## src/rtl/rxfb_pkg.sv

```systemverilog
package rxfb_pkg;
  localparam int WORD_W = 8;

  // Strobes and the captured frame shape, sent from control to datapath.
  typedef struct packed {
    logic       start;    // start bit accepted, clear accumulators
    logic       dataStb;  // sample a data bit
    logic       parStb;   // sample the parity bit
    logic       stopStb;  // sample a stop bit
    logic       done;     // last stop bit sampled this cycle
    logic       bitVal;   // synchronized line value
    logic [3:0] nData;    // data bits in this frame
    logic       parOn;
    logic       parOdd;
  } rxStrobes_t;
endpackage

```

## src/rtl/rxfb_ctrl.sv

```systemverilog
module rxfb_ctrl
  import rxfb_pkg::*;
#(
  parameter int DIV_W = 12,
  parameter int OSR   = 16
) (
  input  logic             clk,
  input  logic             rstN,
  input  logic             rxd,
  input  logic [1:0]       dataBitsSel,
  input  logic [1:0]       parityMode,
  input  logic             twoStop,
  input  logic [DIV_W-1:0] tickDiv,
  output rxStrobes_t       stb
);
  localparam int CNT_W = $clog2(OSR);
  localparam logic [CNT_W-1:0] MID_PT = CNT_W'(OSR / 2 - 1);
  localparam logic [CNT_W-1:0] END_PT = CNT_W'(OSR - 1);

  typedef enum logic [2:0] {S_IDLE, S_START, S_DATA, S_PAR, S_STOP} rxState_e;

  logic [1:0]       syncQ;
  logic             rxdS;
  logic [DIV_W-1:0] divCnt;
  logic             tick;
  rxState_e         state;
  logic [CNT_W-1:0] tickCnt;
  logic [3:0]       bitCnt;
  logic             stopCnt;
  logic [3:0]       fmtBits;
  logic             fmtParOn;
  logic             fmtParOdd;
  logic             fmtTwo;
  logic             atEnd;

  // Two-flop synchronizer, idle level high
  always_ff @(posedge clk or negedge rstN) begin
    if (!rstN) syncQ <= 2'b11;
    else       syncQ <= {syncQ[0], rxd};
  end
  assign rxdS = syncQ[1];

  // Oversample tick divider
  always_ff @(posedge clk or negedge rstN) begin
    if (!rstN)     divCnt <= '0;
    else if (tick) divCnt <= '0;
    else           divCnt <= divCnt + 1'b1;
  end
  assign tick  = (divCnt >= tickDiv);
  assign atEnd = tick && (tickCnt == END_PT);

  always_comb begin
    stb         = '0;
    stb.start   = (state == S_IDLE) && tick && !rxdS;
    stb.dataStb = (state == S_DATA) && atEnd;
    stb.parStb  = (state == S_PAR) && atEnd;
    stb.stopStb = (state == S_STOP) && atEnd;
    stb.done    = (state == S_STOP) && atEnd && (stopCnt == fmtTwo);
    stb.bitVal  = rxdS;
    stb.nData   = fmtBits;
    stb.parOn   = fmtParOn;
    stb.parOdd  = fmtParOdd;
  end

  always_ff @(posedge clk or negedge rstN) begin
    if (!rstN) begin
      state     <= S_IDLE;
      tickCnt   <= '0;
      bitCnt    <= '0;
      stopCnt   <= 1'b0;
      fmtBits   <= 4'd8;
      fmtParOn  <= 1'b0;
      fmtParOdd <= 1'b0;
      fmtTwo    <= 1'b0;
    end else if (tick) begin
      unique case (state)
        S_IDLE: begin
          tickCnt <= '0;
          if (!rxdS) begin
            state     <= S_START;
            fmtBits   <= 4'd5 + {2'b00, dataBitsSel};
            fmtParOn  <= (parityMode == 2'd1) || (parityMode == 2'd2);
            fmtParOdd <= (parityMode == 2'd2);
            fmtTwo    <= twoStop;
          end
        end
        S_START: begin
          if (tickCnt == MID_PT) begin
            tickCnt <= '0;
            bitCnt  <= '0;
            state   <= rxdS ? S_IDLE : S_DATA;
          end else begin
            tickCnt <= tickCnt + 1'b1;
          end
        end
        S_DATA: begin
          if (atEnd) begin
            tickCnt <= '0;
            if (bitCnt == fmtBits - 4'd1) begin
              stopCnt <= 1'b0;
              state   <= fmtParOn ? S_PAR : S_STOP;
            end else begin
              bitCnt <= bitCnt + 4'd1;
            end
          end else begin
            tickCnt <= tickCnt + 1'b1;
          end
        end
        S_PAR: begin
          if (atEnd) begin
            tickCnt <= '0;
            stopCnt <= 1'b0;
            state   <= S_STOP;
          end else begin
            tickCnt <= tickCnt + 1'b1;
          end
        end
        S_STOP: begin
          if (atEnd) begin
            tickCnt <= '0;
            if (stopCnt == fmtTwo) state <= S_IDLE;
            else                   stopCnt <= 1'b1;
          end else begin
            tickCnt <= tickCnt + 1'b1;
          end
        end
        default: state <= S_IDLE;
      endcase
    end
  end
endmodule

```

## src/rtl/rxfb_dpath.sv

```systemverilog
module rxfb_dpath
  import rxfb_pkg::*;
#(
  parameter int DEPTH = 4
) (
  input  logic              clk,
  input  logic              rstN,
  input  rxStrobes_t        stb,
  input  logic              rdEn,
  input  logic              errClr,
  output logic [WORD_W-1:0] rdData,
  output logic              empty,
  output logic              full,
  output logic              parityErr,
  output logic              frameErr,
  output logic              overrunErr
);
  localparam int PTR_W = (DEPTH > 1) ? $clog2(DEPTH) : 1;
  localparam int CNT_W = $clog2(DEPTH + 1);
  localparam logic [PTR_W-1:0] LAST_PTR = PTR_W'(DEPTH - 1);
  localparam logic [CNT_W-1:0] FULL_CNT = CNT_W'(DEPTH);

  logic [WORD_W-1:0] shReg;
  logic              parAcc;
  logic              parBit;
  logic              stopBad;
  logic [3:0]        shAmt;
  logic [WORD_W-1:0] word;
  logic              stopFail;
  logic              parFail;
  logic              good;
  logic              pop;
  logic              push;
  logic              ovfl;
  logic [PTR_W-1:0]  wrPtr;
  logic [PTR_W-1:0]  rdPtr;
  logic [CNT_W-1:0]  count;
  logic [DEPTH-1:0]  wrSel;
  logic [WORD_W-1:0] mem [DEPTH];

  // Frame assembly: shift in from the top, align at the end
  always_ff @(posedge clk or negedge rstN) begin
    if (!rstN) begin
      shReg   <= '0;
      parAcc  <= 1'b0;
      parBit  <= 1'b0;
      stopBad <= 1'b0;
    end else if (stb.start) begin
      shReg   <= '0;
      parAcc  <= 1'b0;
      parBit  <= 1'b0;
      stopBad <= 1'b0;
    end else begin
      if (stb.dataStb) begin
        shReg  <= {stb.bitVal, shReg[WORD_W-1:1]};
        parAcc <= parAcc ^ stb.bitVal;
      end
      if (stb.parStb) parBit <= stb.bitVal;
      if (stb.stopStb && !stb.bitVal) stopBad <= 1'b1;
    end
  end

  assign shAmt    = 4'(WORD_W) - stb.nData;
  assign word     = shReg >> shAmt;
  assign stopFail = stopBad || !stb.bitVal;
  assign parFail  = stb.parOn && (parAcc ^ parBit ^ stb.parOdd);
  assign good     = stb.done && !stopFail && !parFail;

  // Buffer control
  assign empty = (count == '0);
  assign full  = (count == FULL_CNT);
  assign pop   = rdEn && !empty;
  assign push  = good && (!full || pop);
  assign ovfl  = good && full && !pop;

  for (genvar i = 0; i < DEPTH; i++) begin : g_wrSel
    assign wrSel[i] = push && (wrPtr == PTR_W'(i));
  end

  always_ff @(posedge clk or negedge rstN) begin
    if (!rstN) begin
      for (int i = 0; i < DEPTH; i++) mem[i] <= '0;
    end else begin
      for (int i = 0; i < DEPTH; i++) begin
        if (wrSel[i]) mem[i] <= word;
      end
    end
  end

  always_ff @(posedge clk or negedge rstN) begin
    if (!rstN) begin
      wrPtr <= '0;
      rdPtr <= '0;
      count <= '0;
    end else begin
      if (push) wrPtr <= (wrPtr == LAST_PTR) ? '0 : wrPtr + 1'b1;
      if (pop)  rdPtr <= (rdPtr == LAST_PTR) ? '0 : rdPtr + 1'b1;
      count <= count + CNT_W'(push) - CNT_W'(pop);
    end
  end

  assign rdData = mem[rdPtr];

  // Sticky flags: a new event outranks a clear in the same cycle
  always_ff @(posedge clk or negedge rstN) begin
    if (!rstN) begin
      parityErr  <= 1'b0;
      frameErr   <= 1'b0;
      overrunErr <= 1'b0;
    end else begin
      parityErr  <= (parityErr && !errClr) || (stb.done && parFail);
      frameErr   <= (frameErr && !errClr) || (stb.done && stopFail);
      overrunErr <= (overrunErr && !errClr) || ovfl;
    end
  end
endmodule

```

## src/rtl/rx_frame_buffer.sv

```systemverilog
module rx_frame_buffer
  import rxfb_pkg::*;
#(
  parameter int DIV_W = 12,
  parameter int DEPTH = 4,
  parameter int OSR   = 16
) (
  input  logic              clk,
  input  logic              rstN,
  input  logic              rxd,
  input  logic [1:0]        dataBitsSel,
  input  logic [1:0]        parityMode,
  input  logic              twoStop,
  input  logic [DIV_W-1:0]  tickDiv,
  input  logic              rdEn,
  input  logic              errClr,
  output logic [WORD_W-1:0] rdData,
  output logic              empty,
  output logic              full,
  output logic              parityErr,
  output logic              frameErr,
  output logic              overrunErr
);
  rxStrobes_t stb;

  rxfb_ctrl #(.DIV_W(DIV_W), .OSR(OSR)) u_ctrl (
    .clk(clk), .rstN(rstN), .rxd(rxd), .dataBitsSel(dataBitsSel),
    .parityMode(parityMode), .twoStop(twoStop), .tickDiv(tickDiv), .stb(stb)
  );

  rxfb_dpath #(.DEPTH(DEPTH)) u_dpath (
    .clk(clk), .rstN(rstN), .stb(stb), .rdEn(rdEn), .errClr(errClr),
    .rdData(rdData), .empty(empty), .full(full), .parityErr(parityErr),
    .frameErr(frameErr), .overrunErr(overrunErr)
  );
endmodule

```

## config.mk

```make
export PLATFORM = sky130hd
export DESIGN_NAME = rx_frame_buffer
export DESIGN_NICKNAME = d
export VERILOG_FILES = /design/src/rtl/rxfb_pkg.sv /design/src/rtl/rxfb_ctrl.sv /design/src/rtl/rxfb_dpath.sv /design/src/rtl/rx_frame_buffer.sv
export SDC_FILE = /design/constraint.sdc
export NUM_CORES = 1
export LEC_CHECK = 0
export ABC_AREA = 0
export BUFFER_PORTS_ARGS = -buffer_cell sky130_fd_sc_hd__buf_2
export CORE_ASPECT_RATIO = 0.75
export CORE_MARGIN = 4
export CORE_UTILIZATION = 55
export DETAILED_ROUTE_END_ITERATION = 10
export MAX_ROUTING_LAYER = met4
export PLACE_DENSITY = 0.86
export SLEW_MARGIN = 20
export SYNTH_ARGS = -nofsm -noshare
export SYNTH_HDL_FRONTEND = slang
export SYNTH_SLANG_ARGS = --single-unit
export TNS_END_PERCENT = 5
```

## constraint.sdc

```tcl
create_clock -name clk -period 7.22 [get_ports clk]
set_input_delay 0.361 -clock clk [delete_from_list [all_inputs] [get_ports clk]]
set_output_delay 0.361 -clock clk [all_outputs]
set_load 0.05 [all_outputs]
```

# After elaboration in Yosys (flattened, before gate mapping)
# Cells that the tools add are included.
word_totals:
  ff_bits: 86
  in_bits: 22
  out_inout_bits: 13
  wordCells: 155
classes:
  n_addsub: 10
  order_cmp: 2
  n_eq_ne: 24
  n_shift: 1
  mux: 37
  bitwise: 5
  n_reduce_logical: 52
ops:
  columns: ["op", "n"]
  rows:
  - ["$mux 8", 4]
  - ["$logic_and 1x1->1", 24]
  - ["$mux 3", 8]
  - ["$mux 4", 5]
  - ["$bmux 8 s2", 1]
  - ["$pmux 3 s5", 1]
  - ["$add 12x1->12 const B", 1]
  - ["$ge 12x12->1", 1]
  - ["$mux 12", 1]
  - ["$pmux 4 s3", 1]
  - ["$mux 1", 11]
  - ["$ne 2x2->1 const B", 5]
  - ["$add 4x1->4 const B", 2]
  - ["$eq 2x2->1 const B", 4]
  - ["$ne 2x1->1 const B", 4]
  - ["$pmux 4 s2", 1]
  - ["$reduce_and 8->1", 1]
  - ["$reduce_bool 2->1", 4]
  - ["$shr 8x4->8", 1]
  - ["$logic_not 1->1", 7]
  - ["$reduce_and 7->1", 1]
  - ["$eq 3x2->1 const B", 2]
  - ["$eq 3x3->1 const B", 2]
  - ["$logic_not 3->1", 2]
  - ["other kinds (25)", 37]

# Depth between registers and ports, before layout
# Gate-level depths: netlist of run 1.
depth:
  depth_word: 9
  ltp_mapped: 13
  mapped_depth_nobuf: 13

# Modules after synthesis
# From an unflattened synthesis of run 1, not the netlist that was laid out.
hier_totals:
  hier_cells: 433
  hier_area_um2: 5056.1
modules_own_cells:
  columns: ["module", "n_inst", "cells_each", "area_per_inst_um2", "seq_area_each_um2"]
  rows:
  - ["rxfb_dpath", 1, 217, 2956.6, 1326.3]
  - ["rxfb_ctrl", 1, 216, 2099.5, 829.5]

# Worst setup path after synthesis of run 1
# OpenSTA, ideal clock, no wires.
synth_path:
  path_type: "register to register"
  start: "reg u_dpath.count[1]"
  end: "reg u_dpath.count[2]"
  setup_ns: 0.124
  t_arrival_ns: 2.894
  required_ns: 7.096
  setup_slack_ns: 4.202
  path_stages_with_launch: 9
  path_buffers: 0
  period_less_slack_ns: 3.018
  cell_sequence: "dfrtp_1 -> nor3_1 -> nand2b_1 -> mux2i_1 -> ha_1 -> inv_1 -> fa_1 -> xnor2_1 -> xnor2_1"
synth_via:
  elab_chain_cells: 7
  elab_cells_between_ends: 9
  classes_between: "add/sub (2); eq/ne (1); reduce/logical (6)"
synth_lines:
  columns: ["element", "line_no", "source"]
  rows:
  - ["start: declaration", "rxfb_dpath.sv:37", "logic [CNT_W-1:0] count;"]
  - ["start signal: assignment", "rxfb_dpath.sv:98", "count <= count + CNT_W'(push) - CNT_W'(pop);"]
  - ["$logic_not 3->1 (*)", "rxfb_dpath.sv:70", "assign empty = (count == '0);"]
  - ["named net empty", "rx_frame_buffer.sv:18", "output logic empty,"]
  - ["$logic_not 1->1 (*)", "rxfb_dpath.sv:72", "assign pop = rdEn && !empty;"]
  - ["$logic_and 1x1->1 (*)", "rxfb_dpath.sv:72", null]
  - ["$logic_or 1x1->1", "rxfb_dpath.sv:73", "assign push = good && (!full || pop);"]
  - ["$logic_and 1x1->1", "rxfb_dpath.sv:73", null]
  - ["$add 3x1->3", "rxfb_dpath.sv:98", null]
  - ["$sub 3x1->3 (*)", "rxfb_dpath.sv:98", null]
# The timed path passes the listed nets; every way through them passes the cells marked *.
# A chain may end at the register's enable or synchronous reset.

# Final worst setup path of run 1
layout_path:
  start: "reg u_ctrl.divCnt[0]"
  end: "reg u_dpath.count[2]"
layout_via:
  elab_chain_cells: 9
layout_lines:
  columns: ["element", "line_no", "source"]
  rows:
  - ["start: declaration", "rxfb_ctrl.sv:24", "logic [DIV_W-1:0] divCnt;"]
  - ["start signal: assignment", "rxfb_ctrl.sv:47", "else divCnt <= divCnt + 1'b1;"]
  - ["$ge 12x12->1", "rxfb_ctrl.sv:49", "assign tick = (divCnt >= tickDiv);"]
  - ["$logic_and 1x1->1", "rxfb_ctrl.sv:50", "assign atEnd = tick && (tickCnt == END_PT);"]
  - ["$logic_and 1x1->1 (2 in series)", "rxfb_ctrl.sv:58", "stb.done = (state == S_STOP) && atEnd && (stopCnt == fmtTwo);"]
  - ["$logic_and 1x1->1 (2 in series)", "rxfb_dpath.sv:67", "assign good = stb.done && !stopFail && !parFail;"]
  - ["$logic_and 1x1->1", "rxfb_dpath.sv:73", null]
  - ["$add 3x1->3", "rxfb_dpath.sv:98", null]
  - ["$sub 3x1->3", "rxfb_dpath.sv:98", null]
# Every way passes these cells.

==> results by group, run 1 <==
Drt
  • Routed Wire Length: between 9000 and 10000 microns
  • Residual DRC count: 0
  • Via density: approximately 6.1
  • Via Count: between 3000 and 4000
  • Wire per inst: ~17 microns
  • DR pass1 iterations: 7
  • Post-route ant nets: 0
  • Iteration-0 DRC Markers: around 470

STA
  • # setup viols final: 0
  • Setup TNS: 0 ns
  • Max_slew headroom: about 28%
  • Hold Slack: about 0.074 ns
  • Fin crit share: roughly 46%
  • RSZ-0062 raised after global routing: false
  • Pins Over Slew Limit: 0
  • Hold Vio Cnt, Final: 0
  • Final Skew: just over 0.008 ns
  • Minimum clock period: between 3 and 4 ns
  • Worst-Margin Slew: between 1 and 1.5 ns
  • FMAX: 304.1 MHz

Yosys
  • Synth area leader: dfrtp_1
  • Synth top area share: ~42%
  • Ys Warns: 0
  • Post-synthesis sequential area ratio: 44.11%
  • Synth Cell Area: around 0.0049 sq mm
  • Async SR Flop Fraction: 100.0%
  • Unique masters post-synth: 68
  • Number of synthesized register bits: 86
  • Post-synth top flop: dfrtp_1
  • Synth top cells by count: 83 x dfrtp_1, 41 x mux2_2, 33 x nor2_1
  • Number of enable flip-flop cells after synthesis: 0
  • Gate count after technology mapping: between 400 and 500
  • Syn Area/Cell: roughly 11 sq um
  • Most numerous cell in the Yosys netlist: dfrtp_1
  • Largest cells by area after synthesis: dfrtp_1 42%, mux2_2 9.4%, ha_1 6.4%, mux4_2 4.1%, nor2_1 2.5%
  • Syn_nets: a little under 500

Global routing
  • First-pass GRT wire length: between 15000 and 20000 microns
  • Total grt overflow: 0
  • Number of global-route vias before repair: between 3000 and 4000
  • Total GRT Usage: a little over a fifth
  • Largest net degree at the start of global routing: 87
  • Initial antenna violation count: 0

Die
  • Top Ports: 35
  • Die Footprint: between 0.01 and 0.015 sq mm
  • Die Span X: around 120 microns
  • Initial Utilization: between 50 and 60%
  • Row Count: 29
  • Core region area: about 0.0086 sq mm
  • DIE HEIGHT: around 90 microns

Setup path
  • Setup Crit Path Kind: flip-flop to flip-flop
  • Slowest CP cell: dfrtp_1
  • Critical Path AT: between 3 and 4 ns
  • Start of the worst register-to-register path: u_ctrl.divCnt[0]
  • Worst path max stage delay: between 0.4 and 0.5 ns
  • CP max FO: 36
  • Crit. Startpoint: u_ctrl.divCnt[0]
  • R2R Setup Slk: between 3 and 4 ns
  • Crit-path cells: inv_1, ha_1, nand2b_1, a211o_1, a21oi_1, o31ai_4, buf_4, and2_1, mux2i_1, ha_1, inv_1, fa_1, xnor2_1, xnor2_1
  • CP Buf/Inv Count: 3
  • Data required time of the critical path: ~7.5 ns
  • Cell family with most CP delay: adder cells
  • Crit end category: flip-flop
  • Reg2Reg Depth: 14
  • Startpoint Class: flip-flop
  • Worst reg2reg endpoint: u_dpath.count[2]

Layout
  • Filler instances: 625
  • Diode count: 0
  • Cell Count, Final, Fillers Out: between 500 and 600
  • Nets: ~510
  • Area grow syn2layout: 11.09%
  • Share of cells above drive strength 1: around a quarter

Placement
  • Port Buffers: 34
  • Final HPWL DP: 6928 microns
  • Placer Congestion: 0.9096
  • Number of instances in the placed design: around 560

Clocking
  • Setup bufs post-CTS: 0
  • Clk slew on worst S/H paths: around 0.06 ns
  • Clk_lat worst skew: ~0.34 ns
  • TritonCTS Buffers: 9
  • CTS Root Cell: clkbuf_16
  • CTS Hold Bufs: 0
  • CTS Buffer Depth: 2
  • TritonCTS clock tree: done
  • Clock Sinks: 86
  • CTS-repair resized insts: 0
  • Htree depth: 3

Pwr
  • LEAKAGE: between 0.002 and 0.003 uW
  • Power Density: approximately 260 mW/mm^2
  • Design Power: around 1400 uW
  • Max VDD drop: ~120 uV

Worst hold path
  • Hold WC Path Type: input port to asynchronous set/reset pin

Job
  • Max_cap viols: 0

Run status
  • Status: finished, final reports clean
==> per-layer routing <==
metal / vias up / routed length, microns / GRT usage [%]
met5: - / 0 / -
li1: 1649 / - / -
met2: 142 / 4588 / 31.34
met1: 1729 / 4372 / 27.87
met3: 23 / 722 / 6.564
met4: 0 / 162 / 6.042
==> layout by cell type (no fill, tap or decap), types with 11 or more instances in the layout <==
| cell | synthesis | layout |
|---|---|---|
| a21oi_1 | 23 | 23 |
| buf_2 | 1 | 33 |
| dfrtp_1 | 83 | 83 |
| ha_1 | 25 | 25 |
| inv_1 | 28 | 28 |
| mux2_2 | 41 | 41 |
| nand2_1 | 22 | 22 |
| nand3_1 | 22 | 22 |
| nor2_1 | 33 | 33 |
| o21ai_0 | 13 | 13 |
| xor2_1 | 11 | 11 |
==> metrics by stage <==
stage | utilization [%] | setup slack (ns) | cell area, sq um
after floorplan | - | 4.202 | 4887
after global placement | 59.72 | 4.085 | 5114
after detailed placement | 59.72 | 3.964 | 5114
after CTS | 63.35 | 3.956 | 5425
after global routing | 63.40 | 3.666 | 5429
final | 63.40 | 3.932 | 5429
==> worst reg2reg max path, cell delays in order, from the launching register on <==
cell	delay (ns)
dfrtp_1	0.45
inv_1	0.08
ha_1	0.28
nand2b_1	0.14
a211o_1	0.28
a21oi_1	0.32
o31ai_4	0.10
buf_4	0.26
and2_1	0.22
mux2i_1	0.14
ha_1	0.16
inv_1	0.05
fa_1	0.40
xnor2_1	0.19
xnor2_1	0.14
==> state kept, by name (all words and copies together) (netlist names), 2 cells and up <==
signal,flops
u_dpath.mem,32
u_ctrl.divCnt,12
u_ctrl.state,3
u_ctrl.bitCnt,4
u_dpath.rdPtr,2
u_dpath.shReg,8
u_ctrl.fmtBits,4
u_ctrl.tickCnt,4
u_ctrl.syncQ,2
u_dpath.count,3
u_dpath.wrPtr,2
==> report_power, final <==
group          leakage (uW)  total (uW)  internal (uW)  switching, uW
combinational       0.00134         309            138            170
clock              0.000149         472            288            184
sequential          0.00113         624            536           88.1
==> kinds of logic after synthesis <==
kind of cell,synth area share [%]
AOI/OAI and AO/OA,9.550
xor gates and xnor gates,4.531
adders and majority gates,6.810
buffers and inverters,4.147
DFF,44.11
muxes,16.64
and+or+nand+nor,14.21
==> final cells by class <==
class | instances | area (sq um) | area share [%]
clock buffers | 12 | 256.5 | 4.725
inverters | 28 | 105.1 | 1.936
repair buffers | 35 | 183.9 | 3.388
flip-flops and latches | 86 | 2156 | 39.71
multi-input cells | 306 | 2537 | 46.74
well taps | 108 | 135.1 | 2.489
clock inverters | 4 | 55.05 | 1.014
==> worst max-delay path by stage <==
stage | end | slack (ns) | depth (start not counted)
3_3_place_gp | u_dpath.count[2] | 4.09 | 14
4_1_cts | u_dpath.count[2] | 3.96 | 14
5_1_grt | u_dpath.count[2] | 3.67 | 12
3_5_place_dp | u_dpath.count[2] | 3.96 | 14
6_report | u_dpath.count[2] | 3.93 | 14
2_1_floorplan | u_dpath.count[2] | 4.20 | 8
(Power assumes the default switching activity.)
==> inputs of run 2 (changes only) <==
Clock period 7.22 ns to 3.4 ns, I/O delays scaled along.
==> run 2 against run 1 <==
Net effect: first-iteration DRC count decreased by 18%; worst setup slack worse by 3.5 ns; sequential power grew 110%; global-route usage rose by 1.1 points; critical path type unchanged; critical endpoint unchanged; design area is 1.0% higher; clock-buffer cell count shrank 3; clock power rose by 110%.
==> results by group, run 2 (synthesis gave the netlist of run 1 again) <==
Drt
  • Wire per inst: 18.08 microns (was 17.01 microns)
  • Via Count: 3615 (was 3543)
  • DR pass1 iterations: 5 (was 7)
  • Via density: 6.169 (was 6.119)
  • Residual DRC count: 0 (unchanged)
  • Post-route ant nets: 0 (unchanged)
  • Routed Wire Length: 10600 microns (was 9846 microns)
  • Iteration-0 DRC Markers: 388 (was 474)

Clocking
  • CTS Buffer Depth: 2 (unchanged)
  • TritonCTS Buffers: 9 (unchanged)
  • Clk_lat worst skew: 0.34 ns (about the same)
  • Clk slew on worst S/H paths: 0.07 ns (was 0.06 ns)
  • CTS-repair resized insts: 0 (unchanged)
  • CTS Root Cell: clkbuf_16 (unchanged)
  • TritonCTS clock tree: done (unchanged)
  • Clock Sinks: 86 (unchanged)
  • Htree depth: 3 (unchanged)

Placement
  • Port Buffers: 34 (unchanged)
  • Final HPWL DP: 7208 microns (was 6928 microns)
  • Placer Congestion: 0.9054 (was 0.9096)

Global routing
  • GRT met2 Usage: 35.21% (was 31.34%)
  • Met1 GRT Util: 29.12% (was 27.87%)
  • Global Route met3 Usage: 5.291% (was 6.564%)
  • First-pass GRT wire length: 17310 microns (was 16460 microns)
  • Largest net degree at the start of global routing: 87 (unchanged)
  • Number of global-route vias before repair: 3462 (was 3340)
  • Top Usage Layer GRT: met2 (unchanged)
  • Total grt overflow: 0 (unchanged)
  • Total GRT Usage: 22.04% (was 20.97%)
  • Initial antenna violation count: 0 (unchanged)

Layout
  • Area grow syn2layout: 12.21% (was 11.09%)
  • Largest register FFs: 32 (unchanged)
  • Most frequent cells in the layout: 83 x dfrtp_1, 41 x mux2_2, 33 x nor2_1, 33 x buf_2, 28 x inv_1 (unchanged)
  • Largest regs: u_dpath.mem (32), u_ctrl.divCnt (12), u_dpath.shReg (8) (unchanged)
  • Diode count: 0 (unchanged)
  • Most common cell after layout, fill and taps aside: dfrtp_1 (unchanged)
  • Nets: 521 (was 514)
  • Share of cells above drive strength 1: 26.15% (was 25.27%)
  • Largest register by flop count: u_dpath.mem (unchanged)

STA
  • Hold Vio Cnt, Final: 0 (unchanged)
  • Final Skew: 0.01039 ns (was 0.008190 ns)
  • RSZ-0062 raised after global routing: false (unchanged)
  • Minimum clock period: 3.015 ns (was 3.288 ns)
  • Worst-Margin Slew: 0.7885 ns (was 1.066 ns)
  • Setup TNS: 0 ns (unchanged)
  • Pins Over Slew Limit: 0 (unchanged)
  • Fin crit share: 88.68% (was 45.54%)
  • FMAX: 331.7 MHz (was 304.1 MHz)
  • Max_slew headroom: 47.43% (was 28.37%)
  • # setup viols final: 0 (unchanged)

Setup path
  • Data required time of the critical path: 3.67 ns (was 7.48 ns)
  • Crit. Startpoint: u_ctrl.divCnt[0] (unchanged)
  • Reg2Reg Depth: 13 (was 14)
  • Crit path to: u_dpath.count[2] (unchanged)
  • Critical Path AT: 3.29 ns (was 3.55 ns)
  • R2R Setup Slk: 0.38 ns (was 3.93 ns)
  • CP max FO: 7 (was 36)
  • Worst reg2reg endpoint: u_dpath.count[2] (unchanged)
  • Setup Crit Path Kind: flip-flop to flip-flop (unchanged)
  • Startpoint Class: flip-flop (unchanged)
  • Crit end category: flip-flop (unchanged)
  • Start of the worst register-to-register path: u_ctrl.divCnt[0] (unchanged)

Die
  • Initial Utilization: 57.07% (unchanged)
  • DIE HEIGHT: 89.64 microns (unchanged)
  • Top Ports: 35 (unchanged)
  • Core region area: 0.008563 sq mm (unchanged)
  • Row Count: 29 (unchanged)
  • Die Span X: 116.8 microns (unchanged)
  • Die Footprint: 0.01047 sq mm (unchanged)

Pwr
  • Max VDD drop: 274.2 uV (was 120.5 uV)
  • Design Power: 2999 uW (was 1404 uW)
  • LEAKAGE: 0.002653 uW (was 0.002617 uW)
  • Power Density: 546.9 mW/mm^2 (was 258.7 mW/mm^2)

Job
  • Max_cap viols: 0 (unchanged)

Worst hold path
  • Hold WC Path Type: input port to flip-flop (was input port to asynchronous set/reset pin)

Run status
  • Status: finished, final reports clean (unchanged)
run 2: what timing repair did:
item	CTS	global route
hold endpoints to repair	1	83
hold buffers	1	1
setup buffers	0	0
run 2: layer usage:
metal	wire (microns)	share of wire (%)
met1	4719	45
met4	136	1.3
met5	0	0
met2	5026	47
met3	714	6.7
run 2: through the flow:
| step | util [%] | cells | setup slack (ns) | hold WS, ns | area, sq um |
|---|---|---|---|---|---|
| global route | 64.04 | 586 | 0.2019 | 0.04287 | 5484 |
| CTS | 63.88 | 585 | 0.3910 | 0.04362 | 5470 |
| floorplan | - | 438 | 0.3816 | -0.1256 | 4887 |
| global placement | 60.15 | 568 | 0.5936 | 0.2762 | 5151 |
| finish | 64.04 | 586 | 0.3849 | 0.04327 | 5484 |
| detailed placement | 60.15 | 568 | 0.4683 | 0.2762 | 5151 |
run 2: how the worst min path moves through the flow:
stage          cells after the start                end           start  slack, ns
3_3_place_gp                       1    u_ctrl.syncQ[0]             rxd       0.28
6_report                           2  u_ctrl.fmtBits[0]  dataBitsSel[0]       0.04
5_1_grt                            2  u_ctrl.fmtBits[0]  dataBitsSel[0]       0.04
3_5_place_dp                       1    u_ctrl.syncQ[0]             rxd       0.28
4_1_cts                            2  u_ctrl.fmtBits[0]  dataBitsSel[0]       0.04
2_1_floorplan                      0   u_ctrl.bitCnt[0]            rstN      -0.13
run 2: layout make-up:
| type | count | area, sq um |
|---|---|---|
| Clock buffer | 9 | 225.2 |
| Clock inverter | 7 | 83.83 |
| Fill cell | 652 | 3079 |
| Inverter | 28 | 105.1 |
| Multi-Input combinational cell | 306 | 2537 |
| Sequential cell | 86 | 2156 |
| Tap cell | 108 | 135.1 |
| Timing Repair Buffer | 42 | 241.5 |
run 2: critical path, cell delays in order, from the launching register on:
cell and delay (ns):
dfrtp_1 0.44, inv_1 0.07, ha_1 0.26, nand2b_1 0.15
a211o_1 0.29, a21oi_1 0.28, o31ai_4 0.11, and2_1 0.17
mux2i_1 0.16, ha_1 0.19, inv_1 0.06, fa_1 0.41
xnor2_1 0.22, xnor2_1 0.14
run 2: where the power goes:
group | total [uW] | switching, uW | internal, uW
Sequential | 1330 | 195 | 1140
Combinational | 652 | 359 | 293
Clock | 1010 | 430 | 585
Total | 3000 | 984 | 2010
==> inputs of run 3 (changes only) <==
Clock period 3.4 ns to 3.34 ns, I/O delays scaled along.
==> run 3 against run 2 <==
Net effect: critical path type unchanged; via count grew 0.64%; sequential power is essentially flat; global-route usage grew 0.89 points; sequential cell count is the same; critical path depth is the same; worst setup slack lost 0.053 ns; largest power group unchanged; largest cell class unchanged.
==> results by group, run 3 (synthesis gave the netlist of run 1 again) <==
Drt
  • Via Count: 3638 (was 3615)
  • Via density: 6.198 (was 6.169)
  • DR pass1 iterations: 5 (unchanged)
  • Iteration-0 DRC Markers: 469 (was 388)
  • Post-route ant nets: 0 (unchanged)
  • Wire per inst: 18.81 microns (was 18.08 microns)
  • Residual DRC count: 0 (unchanged)
  • Routed Wire Length: 11040 microns (was 10600 microns)

Setup path
  • Start of the worst register-to-register path: u_ctrl.divCnt[0] (unchanged)
  • Setup Crit Path Kind: flip-flop to flip-flop (unchanged)
  • R2R Setup Slk: 0.33 ns (was 0.38 ns)
  • Data required time of the critical path: 3.61 ns (was 3.67 ns)
  • CP max FO: 7 (unchanged)
  • Crit end category: flip-flop (unchanged)
  • Reg2Reg Depth: 13 (unchanged)
  • Startpoint Class: flip-flop (unchanged)
  • Critical Path AT: 3.28 ns (was 3.29 ns)
  • Worst reg2reg endpoint: u_dpath.count[2] (unchanged)

Clocking
  • TritonCTS clock tree: done (unchanged)
  • Htree depth: 3 (unchanged)
  • Clock Sinks: 86 (unchanged)
  • Clk slew on worst S/H paths: 0.07 ns (about the same)
  • Setup bufs post-CTS: 0 (unchanged)
  • Clk_lat worst skew: 0.34 ns (about the same)
  • CTS Buffer Depth: 2 (unchanged)
  • CTS Root Cell: clkbuf_16 (unchanged)
  • CTS-repair resized insts: 0 (unchanged)
  • TritonCTS Buffers: 9 (unchanged)

Layout
  • Largest register FFs: 32 (unchanged)
  • Largest regs: u_dpath.mem (32), u_ctrl.divCnt (12), u_dpath.shReg (8) (unchanged)
  • Most frequent cells in the layout: 83 x dfrtp_1, 41 x mux2_2, 33 x nor2_1, 33 x buf_2, 28 x inv_1 (unchanged)
  • Final Util: 64.14% (was 64.04%)
  • Diode count: 0 (unchanged)
  • Filler instances: 614 (was 652)
  • Nets: 522 (was 521)
  • Largest register by flop count: u_dpath.mem (unchanged)
  • Register area: 0.002156 sq mm (unchanged)
  • Share of cells above drive strength 1: 26.30% (was 26.15%)
  • Area occupied by multi-input gates: 0.002537 sq mm (unchanged)
  • Area grow syn2layout: 12.39% (was 12.21%)
  • Most common cell after layout, fill and taps aside: dfrtp_1 (unchanged)

Pwr
  • Design Power: 3079 uW (was 2999 uW)
  • P_sw: 1022 uW (was 984.3 uW)
  • Comb pwr share: 22.4% (was 21.7%)
  • Power Density: 560.5 mW/mm^2 (was 546.9 mW/mm^2)
  • Max VDD drop: 278.0 uV (was 274.2 uV)
  • Clk pwr share: 33.7% (was 33.8%)
  • LEAKAGE: 0.002661 uW (was 0.002653 uW)
  • Switching share of total power: 33.19% (was 32.82%)
  • Pint: 2057 uW (was 2015 uW)
  • Sequential share of power: 44.0% (was 44.4%)

Job
  • Max_cap viols: 0 (unchanged)

Die
  • Die Footprint: 0.01047 sq mm (unchanged)
  • DIE HEIGHT: 89.64 microns (unchanged)
  • Core region area: 0.008563 sq mm (unchanged)
  • Row Count: 29 (unchanged)
  • Initial Utilization: 57.07% (unchanged)
  • Die Span X: 116.8 microns (unchanged)
  • Top Ports: 35 (unchanged)

Placement
  • Post-Place Worst Slack: 0.3666 ns (was 0.4683 ns)
  • Placer Congestion: 0.8896 (was 0.9054)
  • Final HPWL DP: 7428 microns (was 7208 microns)
  • Port Buffers: 34 (unchanged)

STA
  • Minimum clock period: 3.008 ns (was 3.015 ns)
  • Worst-Margin Slew: 0.7780 ns (was 0.7885 ns)
  • Pins Over Slew Limit: 0 (unchanged)
  • Final Skew: 0.01064 ns (was 0.01039 ns)
  • Hold Vio Cnt, Final: 0 (unchanged)
  • Fin crit share: 90.06% (was 88.68%)
  • RSZ-0062 raised after global routing: false (unchanged)
  • Setup TNS: 0 ns (unchanged)
  • Max_slew headroom: 48.13% (was 47.43%)
  • Worst Setup Slack, final: 0.3319 ns (was 0.3849 ns)
  • # setup viols final: 0 (unchanged)
  • FMAX: 332.4 MHz (was 331.7 MHz)

Global routing
  • Total GRT Usage: 22.93% (was 22.04%)
  • First-pass GRT wire length: 17990 microns (was 17310 microns)
  • Number of global-route vias before repair: 3600 (was 3462)
  • Initial antenna violation count: 0 (unchanged)
  • Total grt overflow: 0 (unchanged)
  • Largest net degree at the start of global routing: 87 (unchanged)

Worst hold path
  • Sink of the worst hold path: u_ctrl.fmtBits[0] (unchanged)
  • Hold depth: 2 (unchanged)
  • Hold WC Path Type: input port to flip-flop (unchanged)
  • Worst hold start: dataBitsSel[0] (unchanged)

Run status
  • Status: finished, final reports clean (unchanged)
[run 3: how the worst max path moves through the flow]
| stage | start | to | depth (start not counted) | slack [ns] |
|---|---|---|---|---|
| after floorplan | u_dpath.count[1] | u_dpath.count[2] | 8 | 0.32 |
| after global placement | u_ctrl.divCnt[0] | u_ctrl.fmtBits[1] | 8 | 0.51 |
| after global routing | u_ctrl.divCnt[0] | u_dpath.count[2] | 13 | 0.1 |
| final | u_ctrl.divCnt[0] | u_dpath.count[2] | 13 | 0.33 |
| after CTS | u_ctrl.divCnt[0] | u_ctrl.fmtBits[1] | 8 | 0.34 |
| after detailed placement | u_ctrl.divCnt[0] | u_ctrl.fmtBits[1] | 8 | 0.37 |
[run 3: area by class of cell]
type | count | share of cell area, %
multi-input cells | 306 | 46.20
flip-flops and latches | 86 | 39.25
repair buffers | 43 | 4.601
clock buffers | 9 | 4.100
well taps | 108 | 2.460
inverters | 28 | 1.913
clock inverters | 7 | 1.481
[run 3: critical path: stages, from the launching register on]
cell and delay [ns]:
dfrtp_1 0.47, inv_1 0.09, ha_1 0.27, nand2b_1 0.14, a211o_1 0.28, a21oi_1 0.30
o31ai_4 0.13, and2_1 0.16, mux2i_1 0.13, ha_1 0.17, inv_1 0.06, fa_1 0.41
xnor2_1 0.18, xnor2_1 0.14
[run 3: power by group through the flow]
stage | registers (uW) | logic (uW) | clock network [uW]
after floorplan | 1280 | 551 | 0
after global placement | 1360 | 635 | 0
after detailed placement | 1370 | 675 | 0
after CTS | 1350 | 688 | 1040
after global routing | 1380 | 779 | 1090
final | 1350 | 688 | 1040
[run 3: routing by layer]
metal	global-route usage, %	wire length, microns
met3	5.894	708
met1	30.07	4843
met4	6.250	150
met5	-	0
met2	35.88	5339
[run 3: what timing repair did]
| action | CTS | global route |
|---|---|---|
| endpoints found under the hold margin | 1 | 83 |
| hold buffers | 1 | 1 |
| endpoints found under the setup margin | 0 | 0 |
[run 3: metrics by stage]
stage	instance area, sq um	hold WS [ns]	std cells
2_1_floorplan	4887	-0.1286	438
3_3_place_gp	5151	0.2727	568
3_5_place_dp	5151	0.2732	568
4_1_cts	5468	0.03557	585
5_1_grt	5493	0.03892	587
6_report	5493	0.04013	587
